$ cat config.mk
export PLATFORM = sky130hd
export DESIGN_NAME = step_chain_seq
export DESIGN_NICKNAME = d
export VERILOG_FILES = /design/src/rtl/step_seq_pkg.sv /design/src/rtl/step_stage.sv /design/src/rtl/step_chain.sv /design/src/rtl/step_idle_detect.sv /design/src/rtl/step_chain_seq.sv
export SDC_FILE = /design/constraint.sdc
export NUM_CORES = 1
export LEC_CHECK = 0
export ABC_AREA = 1
export CORE_AREA = 2 2 39 41
export DETAILED_ROUTE_END_ITERATION = 7
export DIE_AREA = 0 0 41 43
export GPL_ROUTABILITY_DRIVEN = 0
export GPL_TIMING_DRIVEN = 0
export PLACE_DENSITY = 0.34
export SLEW_MARGIN = 30
export SYNTH_ARGS = -nofsm -noshare
export SYNTH_HDL_FRONTEND = slang
export SYNTH_SLANG_ARGS = --single-unit
export TNS_END_PERCENT = 30
$ cat constraint.sdc
create_clock -name clk -period 1.2 [get_ports clk]
set_input_delay 0.12 -clock clk [delete_from_list [all_inputs] [get_ports clk]]
set_output_delay 0.12 -clock clk [all_outputs]
set_load 0.05 [all_outputs]
$ cat src/rtl/step_seq_pkg.sv
package step_seq_pkg;
   // smallest chain that still has a distinct first and last step
   localparam int unsigned STEP_MIN = 2;

   // value a stage takes under reset: only the head stage is hot
   function automatic bit stage_reset_bit(input int unsigned idx, input int unsigned n);
      return (idx == n - 1);
   endfunction
endpackage

$ cat src/rtl/step_stage.sv
module step_stage #(
   parameter bit RESET_BIT = 1'b0
) (
   input  logic clk,
   input  logic rst,
   input  logic d,
   output logic q
);
   always_ff @(posedge clk) begin
      if (rst) q <= RESET_BIT;
      else     q <= d;
   end
endmodule

$ cat src/rtl/step_chain.sv
module step_chain #(
   parameter int unsigned NUM_STEPS = 4
) (
   input  logic                 clk,
   input  logic                 rst,
   input  logic                 head_in,
   output logic [NUM_STEPS-1:0] chain_q
);
   localparam int unsigned HEAD = NUM_STEPS - 1;

   for (genvar i = 0; i < NUM_STEPS; i++) begin : g_stage
      logic d_i;
      if (i == HEAD) begin : g_head
         assign d_i = head_in;
      end else begin : g_body
         assign d_i = chain_q[i+1];
      end
      step_stage #(
         .RESET_BIT(step_seq_pkg::stage_reset_bit(i, NUM_STEPS))
      ) u_stage (
         .clk (clk),
         .rst (rst),
         .d   (d_i),
         .q   (chain_q[i])
      );
   end
endmodule

$ cat src/rtl/step_idle_detect.sv
module step_idle_detect #(
   parameter int unsigned NUM_STEPS = 4
) (
   input  logic [NUM_STEPS-1:0] vec,
   input  logic                 rst,
   output logic                 idle,
   output logic                 done
);
   assign idle = ~|vec;
   assign done = idle & ~rst;
endmodule

$ cat src/rtl/step_chain_seq.sv
module step_chain_seq #(
   parameter int unsigned NUM_STEPS = 4
) (
   input  logic                 clk,
   input  logic                 rst,
   input  logic                 start,
   output logic [NUM_STEPS-1:0] step_vec,
   output logic                 done
);
   if (NUM_STEPS < step_seq_pkg::STEP_MIN) begin : g_bad_width
      $error("step_chain_seq: NUM_STEPS must be at least %0d", step_seq_pkg::STEP_MIN);
   end

   logic idle;
   logic head_in;

   // only the head stage sees start; every other stage is a bare shift
   assign head_in = start & idle;

   step_chain #(.NUM_STEPS(NUM_STEPS)) u_chain (
      .clk     (clk),
      .rst     (rst),
      .head_in (head_in),
      .chain_q (step_vec)
   );

   step_idle_detect #(.NUM_STEPS(NUM_STEPS)) u_idle (
      .vec  (step_vec),
      .rst  (rst),
      .idle (idle),
      .done (done)
   );
endmodule

After elaboration in Yosys (flattened, before gate mapping)
Cells that the tools add are included.
Widths: inputs -> output; s select.
{"block": "op_classes", "add_sub_neg": 0, "n_mul": 0, "div": 0, "magnitude_cmp": 0, "eq_ne": 0, "shift": 0, "n_mux": 0, "bitwise": 3, "n_reduce_logical": 2}
{"operator": "$reduce_or 4->1", "n": 1}
{"operator": "$and 1x1->1", "n": 2}
{"operator": "$logic_not 1->1", "n": 1}
{"operator": "$not 1->1", "n": 1}
{"block": "totals", "reg_bits": 4, "latch_bits": 0, "ram_bits": 0, "romBits": 0, "inputBits": 3, "output_inout_bits": 5, "elab_cells": 9, "mem_count": 0}

Longest topological paths before layout
{"block": "logic_depth", "ltp_word": 3, "depth_mapped": 3, "ltp_nobuf": 3}

Modules after synthesis
From an unflattened synthesis, not the netlist that was laid out.
{"block": "hier_totals", "hier_cells": 23, "hier_area_um2": 172.7}
{"mod": "step_stage at u_chain.g_stage[0].u_stage ...", "instances": 3, "cells_each": 3, "area_each_um2": 30.0, "seq_area_each_um2": 20.0}
{"mod": "step_stage at u_chain.g_stage[3].u_stage", "instances": 1, "cells_each": 4, "area_each_um2": 31.3, "seq_area_each_um2": 20.0}
{"mod": "step_chain", "instances": 1, "cells_each": 3, "area_each_um2": 22.5, "seq_area_each_um2": 0.0}
{"mod": "step_idle_detect", "instances": 1, "cells_each": 5, "area_each_um2": 21.3, "seq_area_each_um2": 0.0}
{"mod": "step_chain_seq", "instances": 1, "cells_each": 2, "area_each_um2": 7.5, "seq_area_each_um2": 0.0}

Worst setup path before layout
No wires, ideal clock.
{"block": "synth_timing", "path_kind": "reg2out", "from": "reg u_chain.g_stage[3].u_stage.q", "to": "out done", "arrival_time_ns": 0.898, "t_required_ns": 1.080, "slack_ns": 0.182, "path_stages_with_launch": 4, "path_buffers": 0, "cell_sequence": "dfxtp_1 nor2_2 nand2_1 nor2_2"}
{"block": "synth_via", "elab_chain_cells": 3}
{"item": "start: declaration", "line_no": "step_stage.sv:7", "text": "output logic q"}
{"item": "start signal: assignment", "line_no": "step_stage.sv:10", "text": "if (rst) q <= RESET_BIT;"}
{"item": "start signal: assignment", "line_no": "step_stage.sv:11", "text": "else q <= d;"}
{"item": "$reduce_or 4->1", "line_no": "step_idle_detect.sv:9", "text": "assign idle = ~|vec;"}
{"item": "$logic_not 1->1", "line_no": "step_idle_detect.sv:9"}
{"item": "$and 1x1->1", "line_no": "step_idle_detect.sv:10", "text": "assign done = idle & ~rst;"}
{"item": "end: declaration", "line_no": "step_chain_seq.sv:8", "text": "output logic done"}
No other way between the ends.

Worst setup path in the final report
Ends and elaborated chain as after synthesis.

==> out/results.ini <==
[run_status]
outcome = finished, final reports clean

[clock_tree]
cts_num_sinks = 4
cts_hold_buf = 0
clock_latency_ns = 0.23
htreeDepth = 1
cts_setup_buffers = 0
clkTransAtPathRegs_ns = 0.04
cts_tree = built
cts_made_buffers = 3
clockRootBuffer = clkbuf_4
cts_buffer_depth = 2

[detailed_routing]
drt_iter0_markers = 0
drt-total-wl_um = 284
drcViolationCount = 0
dr.pass1.iters = 1
vias = 141
post_drt_wl_per_cell_um = 6.04
ant_nets = 0
vias_per_cell = 3.00

[floorplan]
initial_core_util_pct = 12.1
core-area_um2 = 1380
die-width_um = 41
die-height_um = 43
die_area_um2 = 1760
row_count = 14
io_pins = 8

[logic_synthesis]
ys.flop_type = dfxtp_1
async_flop_share_pct = 0
ys_seq_area_share_pct = 47.8
syn_nets = 24
netlist.area_leader.share_pct = 47.8
synthTopCellsByCount = 4 x buf_4, 4 x dfxtp_1, 4 x inv_1
syn_area_um2 = 168
synth_warnings = 0
syn_avg_cell_area_um2 = 7.98
yosysTopAreaCell = dfxtp_1
postSynthCellCount = 21
synth_edf_count = 0
synth_seq_cells = 4
synth_top_cells_by_area = dfxtp_1 48%, buf_4 18%, nor2_2 11%
yosysUniqueCellTypes = 7

[placed_design]
placed_cell_area_um2 = 258
place_hpwl_um = 226
dp.cells = 44
portBuffers = 7

[worst_setup_path]
cp.required_ns = 1.08
cp-end-kind = output pin
cpMostUsedCell = nor2_2
cpPeakStageDelay_ns = 0.32
crit_type = reg -> out
cp.arrival_ns = 1.00
worstPathCellList = nor2_2 > nand2_1 > nor2_2 > buf_6
crit_path_top_delay_cell = dfxtp_1
cp-start-kind = flop
crit_fanout = 3
r2r_slack_ns = 0.57

[global_route]
grt_max_degree = 6
grt_pass1_wl_um = 483
grt_pass1_vias = 136
grt_overflow = 0
grt_use_total_pct = 4.42
grt_antenna_before_repair = 0

[power]
p_per_area_nw_per_um2 = 1440
ir_drop_v = 0.000699
p_leak_nw = 0.137
total_power_mw = 0.392

[timing]
maxSlewHeadroom_pct = 86.8
max_clock_freq_mhz = 890
finalMaxSlewViolations = 0
setup_viol = 0
rsz0062_at_grt = true
skew_ns = 0.00150
finalCriticalPeriod_ns = 1.12
tightest_slew_ns = 0.197
fin_crit_sh_pct = 93.6
hold_violations = 0
tns_ns = 0

[cells_and_area]
area_delta_synth_final_pct = 61.9
diodes = 0
largest_register = u_chain.g_stage.u_stage.q
drive_gt1_share_pct = 48.4
largest_register_ffs = 4
filler_cell_count = 155
finalNonFillerCells = 47
largestRegisters = u_chain.g_stage.u_stage.q (4)
fin_nets = 36
fin_area_um2 = 272

[run]
drv_cap = 0

[min_path]
hold_class = reg -> reg

cell type report:
cell class / instances / area (um2) / share of cell area, %
inverter: 4 / 15.0 / 5.53
clock buffer: 3 / 22.5 / 8.29
tap: 16 / 20.0 / 7.37
multi-input combinational: 9 / 42.5 / 15.7
buffer: 4 / 30.0 / 11.1
sequential: 4 / 80.1 / 29.5
timing repair buffer: 7 / 61.3 / 22.6
kinds of logic (layout without fill, tap and decap cells):
logic type | count (synthesis) | count (layout) | synth area share, %
flops | 4 | 4 | 47.8
buf+inv | 8 | 18 | 26.9
simple gates | 9 | 9 | 25.4
critical path: cells and delay by family, from the launching register on:
kind | cells | cell delay, ns
flip-flops | 1 | 0.32
AND/OR/NAND/NOR | 3 | 0.29
buffers and inverters | 1 | 0.17
metrics by stage:
step           setup slack, ns  hold WS, ns  utilization (%)
2_1_floorplan            0.182        0.191                -
3_3_place_gp            -0.476        0.442             18.6
3_5_place_dp            -0.481        0.444             18.6
4_1_cts                0.00294        0.449             19.6
5_1_grt               -0.00937        0.463             19.6
6_report                0.0767        0.442             19.6
placed cells by master (no fill, tap or decap):
master / netlist / layout
buf_4: 4 / 8
buf_6: 0 / 1
clkbuf_4: 0 / 3
clkdlybuf4s50_1: 0 / 2
dfxtp_1: 4 / 4
inv_1: 4 / 4
nand2_1: 2 / 2
nand3_1: 1 / 1
nor2_1: 3 / 3
nor2_2: 3 / 3
layer usage:
layer	global-route usage [%]	share of wire, %	vias up
met1	4.84	44	55
met5	0	0	-
li1	-	-	76
met3	6.28	21	0
met2	5.31	35	10
met4	0	0	0
final timing paths:
| path | from | end | depth (start not counted) |
|---|---|---|---|
| worst max register to register | u_chain.g_stage[3].u_stage.q | u_chain.g_stage[3].u_stage.q | 3 |
| worst max-delay path | u_chain.g_stage[3].u_stage.q | done | 4 |
| worst min-delay path | u_chain.g_stage[2].u_stage.q | u_chain.g_stage[1].u_stage.q | 2 |
| worst min register to register | u_chain.g_stage[2].u_stage.q | u_chain.g_stage[1].u_stage.q | 2 |
repair_timing:
item	in CTS	in global routing
setup endpoints to repair	5	2
resized for setup	17	3
pin swaps	0	1
power by group:
part | switching [mW] | internal [mW] | leakage [nW]
clock network | 0.0506 | 0.112 | 0.0138
logic | 0.0492 | 0.0329 | 0.0896
registers | 0.00609 | 0.141 | 0.0332
total | 0.106 | 0.286 | 0.137
(Power assumes the default switching activity.)
